`src/rtl/adc_rb_pkg.sv`:
```
package adc_rb_pkg;
  typedef enum logic [2:0] {
    RB_IDLE,
    RB_SHIFT,
    RB_HOLD,
    RB_SLEEP,
    RB_WAKE
  } rb_state_e;
endpackage

```
`src/rtl/adc_rb_timer.sv`:
```
// Up-counter that stops at a loaded limit; done while count >= limit.
module adc_rb_timer #(
  parameter int TW = 20
) (
  input  logic          clk,
  input  logic          rst_n,
  input  logic          start,
  input  logic [TW-1:0] limit,
  output logic          done
);
  logic [TW-1:0] cnt_q;
  logic [TW-1:0] lim_q;

  assign done = (cnt_q >= lim_q);

  always_ff @(posedge clk or negedge rst_n) begin
    if (!rst_n) begin
      cnt_q <= '0;
      lim_q <= '0;
    end else if (start) begin
      cnt_q <= '0;
      lim_q <= limit;
    end else if (!done) begin
      cnt_q <= cnt_q + 1'b1;
    end
  end
endmodule

```
`src/rtl/adc_rb_shifter.sv`:
```
// Serial-in shift register, MSB arrives first.
module adc_rb_shifter #(
  parameter int W = 24
) (
  input  logic         clk,
  input  logic         rst_n,
  input  logic         clr,
  input  logic         sample,
  input  logic         din,
  output logic [W-1:0] word
);
  always_ff @(posedge clk or negedge rst_n) begin
    if (!rst_n) begin
      word <= '0;
    end else if (clr) begin
      word <= '0;
    end else if (sample) begin
      word <= {word[W-2:0], din};
    end
  end
endmodule

```
`src/rtl/adc_rb_outslot.sv`:
```
// Single-entry output register with valid/ready handshake.
module adc_rb_outslot #(
  parameter int W = 24
) (
  input  logic         clk,
  input  logic         rst_n,
  input  logic         load,
  input  logic [W-1:0] din,
  input  logic         ready,
  output logic         valid,
  output logic [W-1:0] data
);
  always_ff @(posedge clk or negedge rst_n) begin
    if (!rst_n) begin
      valid <= 1'b0;
      data  <= '0;
    end else if (load) begin
      valid <= 1'b1;
      data  <= din;
    end else if (valid && ready) begin
      valid <= 1'b0;
    end
  end
endmodule

```
`src/rtl/adc_readback_ctrl.sv`:
```
module adc_readback_ctrl
  import adc_rb_pkg::*;
#(
  parameter int WORD_W       = 24,
  parameter int HALF_CYC     = 2,
  parameter int SLEEP_HOLD   = 163430,
  parameter int WAKE_READY   = 176947,
  parameter int CAL_READY    = 518554,
  parameter int READY_MARGIN = 24576
) (
  input  logic              clk,
  input  logic              rst_n,
  input  logic              adc_line,
  output logic              sclk,
  input  logic              cmd_sleep,
  input  logic              cmd_sleep_cal,
  input  logic              cmd_wake,
  output logic              out_valid,
  input  logic              out_ready,
  output logic [WORD_W-1:0] out_data,
  output logic              asleep,
  output logic              timeout_err
);
  localparam int WAKE_LIM = WAKE_READY + READY_MARGIN;
  localparam int CAL_LIM  = CAL_READY + READY_MARGIN;
  localparam int LIM_A    = (WAKE_LIM > CAL_LIM) ? WAKE_LIM : CAL_LIM;
  localparam int LIM_MAX  = (LIM_A > SLEEP_HOLD) ? LIM_A : SLEEP_HOLD;
  localparam int TW       = $clog2(LIM_MAX + 1);
  localparam int PH_W     = $clog2(HALF_CYC) + 1;
  localparam int FC_W     = $clog2(WORD_W + 2);

  rb_state_e         state_q, state_d;
  logic              sclk_q, sclk_d;
  logic [PH_W-1:0]   ph_q, ph_d;
  logic [FC_W-1:0]   fc_q, fc_d;
  logic              cal_q, cal_d;
  logic              slp_q, slp_d;
  logic              wcal_q, wcal_d;
  logic              err_q, err_d;

  logic              tmr_start, tmr_done;
  logic [TW-1:0]     tmr_limit;
  logic              sh_clr, sh_smp;
  logic [WORD_W-1:0] sh_word;
  logic              pub_load;
  logic [WORD_W-1:0] pub_data;
  logic              line_low, ph_end, any_sleep;

  assign line_low  = ~adc_line;
  assign ph_end    = (ph_q == PH_W'(HALF_CYC - 1));
  assign pub_data  = {sh_word[WORD_W-2:0], adc_line};
  assign any_sleep = cal_q | slp_q | cmd_sleep | cmd_sleep_cal;

  always_comb begin
    state_d   = state_q;
    sclk_d    = sclk_q;
    ph_d      = ph_q;
    fc_d      = fc_q;
    cal_d     = cal_q;
    slp_d     = slp_q;
    wcal_d    = wcal_q;
    err_d     = err_q;
    tmr_start = 1'b0;
    tmr_limit = TW'(SLEEP_HOLD);
    sh_clr    = 1'b0;
    sh_smp    = 1'b0;
    pub_load  = 1'b0;
    unique case (state_q)
      RB_IDLE: begin
        if (line_low) begin
          if (cmd_sleep) begin
            state_d   = RB_HOLD;
            sclk_d    = 1'b1;
            tmr_start = 1'b1;
            wcal_d    = 1'b0;
            cal_d     = 1'b0;
          end else begin
            if (cmd_sleep_cal) cal_d = 1'b1;
            if (!out_valid) begin
              state_d = RB_SHIFT;
              sh_clr  = 1'b1;
              ph_d    = '0;
              fc_d    = '0;
              sclk_d  = 1'b0;
              slp_d   = 1'b0;
            end
          end
        end
      end
      RB_SHIFT: begin
        if (cmd_sleep)     slp_d = 1'b1;
        if (cmd_sleep_cal) cal_d = 1'b1;
        if (ph_end) begin
          ph_d = '0;
          if (!sclk_q) begin
            // rising point: either the next data clock or the sleep hold
            if (slp_q || (cal_q && fc_q == FC_W'(WORD_W + 1))) begin
              state_d   = RB_HOLD;
              sclk_d    = 1'b1;
              tmr_start = 1'b1;
              wcal_d    = cal_q & ~slp_q;
              cal_d     = 1'b0;
              slp_d     = 1'b0;
            end else begin
              sclk_d = 1'b1;
            end
          end else begin
            // falling point: sample and count
            sclk_d = 1'b0;
            fc_d   = fc_q + 1'b1;
            if (fc_q < FC_W'(WORD_W)) sh_smp = 1'b1;
            if (fc_q == FC_W'(WORD_W - 1)) begin
              pub_load = 1'b1;
              if (!any_sleep) state_d = RB_IDLE;
            end
          end
        end else begin
          ph_d = ph_q + 1'b1;
        end
      end
      RB_HOLD: begin
        sclk_d = 1'b1;
        if (tmr_done) state_d = RB_SLEEP;
      end
      RB_SLEEP: begin
        if (cmd_wake) begin
          state_d   = RB_WAKE;
          sclk_d    = 1'b0;
          tmr_start = 1'b1;
          tmr_limit = wcal_q ? TW'(CAL_LIM) : TW'(WAKE_LIM);
          err_d     = 1'b0;
        end
      end
      RB_WAKE: begin
        if (line_low) begin
          state_d = RB_IDLE;
        end else if (tmr_done) begin
          err_d   = 1'b1;
          state_d = RB_IDLE;
        end
      end
      default: state_d = RB_IDLE;
    endcase
  end

  always_ff @(posedge clk or negedge rst_n) begin
    if (!rst_n) begin
      state_q <= RB_IDLE;
      sclk_q  <= 1'b0;
      ph_q    <= '0;
      fc_q    <= '0;
      cal_q   <= 1'b0;
      slp_q   <= 1'b0;
      wcal_q  <= 1'b0;
      err_q   <= 1'b0;
    end else begin
      state_q <= state_d;
      sclk_q  <= sclk_d;
      ph_q    <= ph_d;
      fc_q    <= fc_d;
      cal_q   <= cal_d;
      slp_q   <= slp_d;
      wcal_q  <= wcal_d;
      err_q   <= err_d;
    end
  end

  adc_rb_timer #(.TW(TW)) u_timer (
    .clk   (clk),
    .rst_n (rst_n),
    .start (tmr_start),
    .limit (tmr_limit),
    .done  (tmr_done)
  );

  adc_rb_shifter #(.W(WORD_W)) u_shift (
    .clk    (clk),
    .rst_n  (rst_n),
    .clr    (sh_clr),
    .sample (sh_smp),
    .din    (adc_line),
    .word   (sh_word)
  );

  adc_rb_outslot #(.W(WORD_W)) u_slot (
    .clk   (clk),
    .rst_n (rst_n),
    .load  (pub_load),
    .din   (pub_data),
    .ready (out_ready),
    .valid (out_valid),
    .data  (out_data)
  );

  assign sclk        = sclk_q;
  assign asleep      = (state_q == RB_SLEEP);
  assign timeout_err = err_q;
endmodule

```
`config.mk`:
```
export PLATFORM = sky130hd
export DESIGN_NAME = adc_readback_ctrl
export DESIGN_NICKNAME = d
export VERILOG_FILES = /design/src/rtl/adc_rb_pkg.sv /design/src/rtl/adc_rb_timer.sv /design/src/rtl/adc_rb_shifter.sv /design/src/rtl/adc_rb_outslot.sv /design/src/rtl/adc_readback_ctrl.sv
export SDC_FILE = /design/constraint.sdc
export NUM_CORES = 1
export LEC_CHECK = 0
export BUFFER_PORTS_ARGS = -buffer_cell sky130_fd_sc_hd__buf_2
export CAP_MARGIN = 20
export CORE_MARGIN = 8
export CORE_UTILIZATION = 38
export CTS_BUF_LIST = sky130_fd_sc_hd__clkbuf_8 sky130_fd_sc_hd__clkbuf_16
export DETAILED_ROUTE_END_ITERATION = 8
export GPL_ROUTABILITY_DRIVEN = 1
export HOLD_SLACK_MARGIN = 0.03
export SLEW_MARGIN = 10
export SYNTH_ARGS = -nofsm -noshare
export SYNTH_HDL_FRONTEND = slang
export SYNTH_SLANG_ARGS = --single-unit
```
`constraint.sdc`:
```
create_clock -name clk -period 2.7 [get_ports clk]
set_input_delay 0.54 -clock clk [delete_from_list [all_inputs] [get_ports clk]]
set_output_delay 0.54 -clock clk [all_outputs]
set_load 0.02 [all_outputs]
```
Yosys cells after proc, flatten, opt, wreduce, memory -nomap -nowiden
Cells that the tools add are included.
{ "totals": {"input_bits": 7, "mem_count": 0, "ff_bits": 103, "latch_bits": 0, "ram_bits": 0, "rom_bits": 0} }
{ "classes": {"shifts": 0, "mul": 0, "eq_ne": 25, "muxes": 82, "addsub": 3, "n_div": 0, "n_reduce_logical": 16, "order_cmp": 2, "n_bitwise": 5} }
{ "op_table": {"columns": ["operator", "count"], "rows": [
  ["$mux 20", 5],
  ["$mux 23", 2],
  ["$mux 1", 45],
  ["$mux 3", 12],
  ["$ne 2x2->1 const B", 13],
  ["$mux 5", 5],
  ["$add 20x1->20 const B", 1],
  ["$ge 20x20->1", 1],
  ["$ne 3x3->1 const B", 5],
  ["$pmux 3 s5", 1],
  ["$reduce_and 6->1", 2],
  ["$eq 5x5->1 const B", 2],
  ["$pmux 5 s2", 1],
  ["$reduce_and 9->1", 1],
  ["$mux 2", 4],
  ["$pmux 1 s2", 4],
  ["$reduce_and 4->1", 2],
  ["$reduce_bool 2->1", 4],
  ["$eq 3x2->1 const B", 2],
  ["$add 5x1->5 const B", 1],
  ["$lt 5x5->1 const B", 1],
  ["$reduce_and 5->1", 1],
  ["$pmux 1 s4", 1],
  ["$pmux 2 s2", 1],
  ["other kinds (13)", 16]
]} }

Longest topological paths before layout
{ "depth": {"ltp_word": 8, "ltp_mapped": 9} }

Hierarchy
Synthesis repeated with hierarchy kept, for this count alone.
{ "unflattened": {"cells_unflattened": 492, "area_unflattened_um2": 5246.3} }
{ "by_module_without_submodules": {"columns": ["mod", "cells_each", "n_inst", "seq_area_each_um2", "area_each_um2"], "rows": [
  ["adc_rb_timer", 245, 1, 1001.0, 2247.2],
  ["adc_rb_outslot", 54, 1, 625.6, 1029.7],
  ["adc_rb_shifter", 77, 1, 600.6, 989.7],
  ["adc_readback_ctrl", 116, 1, 375.4, 979.7]
]} }

Least setup slack after synthesis
OpenSTA, ideal clock, no wires.
{ "synth_path": {"path_kind": "flip-flop to flip-flop", "start": "register u_timer.lim_q[13]", "end": "register u_timer.cnt_q[18]", "setup_time_ns": 0.077, "n_path_buf": 0, "synth_period_minus_slack_ns": 2.255, "arrival_ns": 2.178, "path_stages_with_launch": 9, "slack_ns": 0.445, "path_cell_list": "dfrtp_1 -> inv_1 -> ha_1 -> a21o_1 -> a211oi_1 -> a2bb2oi_2 -> nand3_2 -> or4_1 -> a21oi_1"} }
{ "synth_via": {"elab_chain_cells": 2} }
{ "synth_lines": {"columns": ["element", "line_no", "text"], "rows": [
  ["start: declaration", "adc_rb_timer.sv:12", "logic [TW-1:0] lim_q;"],
  ["start signal: assignment", "adc_rb_timer.sv:22", "lim_q <= limit;"],
  ["$ge 20x20->1", "adc_rb_timer.sv:14", "assign done = (cnt_q >= lim_q);"],
  ["$ne 2x2->1 (no line)", null, null],
  ["end signal: assignment", "adc_rb_timer.sv:24", "cnt_q <= cnt_q + 1'b1;"],
  ["end: declaration", "adc_rb_timer.sv:11", "logic [TW-1:0] cnt_q;"]
]} }
Every way passes these cells.
A chain may end at the register's enable or synchronous reset.

Worst setup path in the final report
{ "layout_path": {"start": "register u_timer.lim_q[17]", "end": "register u_timer.cnt_q[10]"} }
Same word-level chain as after synthesis.

==> impl_metrics.py <==
metrics = {
    "finish": {
        "num_antenna_cells": 0,
        "area_growth_pct": 16.5,
        "fin_util_pct": 45.0,
        "final_cell_mix": "90 x dfrtp_1, 74 x nand2_1, 46 x o21ai_0",
        "drive_above_1_share_pct": 20.0,
        "final_common_cell": "dfrtp_1",
        "final_cells": 628,
        "fin_nets": 509,
    },
    "logic_synthesis": {
        "ys_types": 44,
        "syn_inst": 439,
        "synth_edf_count": 0,
        "ys_async_sr_fraction_pct": 100,
        "synth_area_um2": 4390,
        "synth_compound_area_share_pct": 14.9,
        "muxShareOfSynthArea_pct": 6.41,
        "synth_xor_area_share_pct": 1.40,
        "syn-num-nets": 467,
        "synth_top_family_by_area": "simple AND/OR/NAND/NOR gates",
        "ys_ff_latch": 90,
        "ys.flop_type": "dfrtp_1",
        "synth_fa_ha_area_share_pct": 5.98,
        "synth-simple-area-share_pct": 17.3,
        "yosysWarnings": 0,
        "yosysSeqAreaShare_pct": 51.3,
        "postSynthAreaPerCell_um2": 10.0,
    },
    "clock_tree": {
        "clk_pin_slew_worst_paths_ns": 0.06,
        "cts-root-buf": "clkbuf_16",
        "cts_tree": "done",
        "cts_buffers": 9,
        "clock_sinks": 90,
        "cts_hold_buffers": 0,
        "h-tree-depth": 3,
        "clk_latency_ns": 0.34,
        "clockBufferDepth": 2,
    },
    "setup_path": {
        "worstPathRequired_ns": 2.96,
        "arrival_ns": 2.75,
        "crit_path_end_kind": "flip-flop",
        "worstSetupPathType": "flip-flop to flip-flop",
        "critPathMaxFanout": 10,
        "cp-start-kind": "flip-flop",
    },
    "global_route": {
        "track_usage_pct": 13.1,
        "grt_pass1_wl_um": 16100,
        "grt_pass1_vias": 3414,
        "grt_overflow": 0,
        "grt_max_degree": 47,
        "antenna_found_initial": 0,
    },
    "drt": {
        "wl_met3_um": 279,
        "drt_iter0_markers": 144,
        "wl_met2_um": 4360,
        "wl_met1_um": 4560,
        "routed_wl_um": 9380,
        "viasPerCell": 5.35,
        "drc": 0,
        "vias": 3358,
        "routedWlPerCell_um": 14.9,
        "routed.top_layer": "met4",
        "dr.pass1.iters": 4,
        "ant_nets": 0,
    },
    "timing": {
        "fin_skew_ns": 0.00594,
        "slew_viol_final": 0,
        "tightestPinTransition_ns": 0.582,
        "fin_crit_ns": 2.50,
        "fin_crit_sh_pct": 92.4,
        "setup_viol": 0,
        "hold_viol": 0,
        "fmax_mhz": 401,
        "rsz0062_at_grt": "false",
        "max_slew_margin_pct": 60.9,
        "hold_slack_ns": 0.168,
        "finalSetupTns_ns": 0,
    },
    "power": {
        "p_per_area_nw_per_um2": 865,
        "p_leak_nw": 2.43,
        "vdd_ir_drop_max_uv": 414,
    },
    "floorplan": {
        "die-area_um2": 15300,
        "io_pins": 35,
        "dieWidth_um": 124,
        "die_height_um": 124,
        "rows": 39,
        "core_area_um2": 11400,
        "start_util_pct": 38.6,
    },
    "status": {
        "outcome": "finished clean",
    },
    "job": {
        "drv_cap": 0,
    },
    "placed_design": {
        "portBuffers": 34,
        "place_hpwl_um": 6590,
        "placed_cells": 610,
        "gp_congestion": 0.898,
    },
    "hold_path": {
        "hold_class": "input pin to async pin",
    },
}
[flip-flops by register name, summed over array words and instances, names as in the netlist, 2 cells and up]
signal	count
u_shift.word	23
state_q	3
u_timer.lim_q	7
u_slot.data	24
fc_q	5
u_timer.cnt_q	20
ph_q	2
[final timing paths]
path	start	slack (ns)	end	cells past startpoint
hold reg to reg	u_timer.lim_q[1]	0.45	u_timer.lim_q[1]	2
min in group clk	out_ready	0.39	u_slot.valid	2
setup / recovery	u_timer.lim_q[17]	0.20	u_timer.cnt_q[10]	10
max in group asynchronous	rst_n	1.90	u_timer.lim_q[14]	2
setup reg to reg	u_timer.lim_q[17]	0.20	u_timer.cnt_q[10]	10
hold / removal	rst_n	0.17	u_timer.lim_q[17]	1
[metrics by stage]
step	area, um2	power (mW)	worst slack, ns
after floorplan	4390	2.80	0.445
after global placement	4770	3.15	0.223
after detailed placement	4770	3.18	0.0835
after CTS	5070	4.46	0.0392
after global routing	5120	4.73	0.0186
final	5120	4.43	0.204
[cell type report]
| cell class | count | area (um2) |
|---|---|---|
| clock inverter | 5 | 63.8 |
| sequential | 90 | 2250 |
| fill | 1068 | 6250 |
| tap | 143 | 179 |
| timing repair buffer | 47 | 283 |
| multi-input combinational | 320 | 2050 |
| inverter | 13 | 48.8 |
| clock buffer | 10 | 239 |
[layer usage]
| metal | vias up | GRT usage, % |
|---|---|---|
| met4 | 0 | 4.97 |
| met5 | - | 0 |
| met1 | 1636 | 16.9 |
| li1 | 1645 | - |
| met3 | 15 | 3.24 |
| met2 | 62 | 20.9 |
[critical path, stage by stage, from the launching register on]
cell      delay [ns]
dfrtp_1         0.36
inv_1           0.15
ha_1            0.28
a21oi_1         0.14
o21ai_0         0.18
a221oi_4        0.26
buf_4           0.19
nand3_4         0.14
buf_4           0.20
or3_1           0.36
a21oi_1         0.16
[power breakdown]
group	total, mW	switching, mW	internal (mW)
combinational	1.20	0.706	0.492
sequential	1.98	0.306	1.67
clock	1.25	0.509	0.743
total	4.43	1.52	2.90
[cell usage after synthesis, types with 9 or more instances]
cell type	n	share of area, %
o21ai_0	46	5.2
mux2_2	25	6.4
a21oi_1	25	2.8
clkbuf_1	9	0.77
ha_1	21	6.0
nand4_1	11	1.6
inv_1	13	1.1
or3_1	12	1.7
nand2_1	74	6.3
nor2_1	27	2.3
dfrtp_1	90	51
nand3_1	9	1.0
[timing repair]
item | 4_1_cts | 5_1_grt
setup endpoints to repair | 0 | 12
setup buffers | 0 | 3
gates resized for setup | 0 | 4
[cells by family after synthesis]
group | count (synthesis)
AO/OA/AOI/OAI | 106
XOR/XNOR | 7
adder cells (fa/ha/maj) | 21
buffers and inverters | 29
flip-flops | 90
multiplexers | 25
AND/OR/NAND/NOR | 161
(Power assumes the default switching activity.)
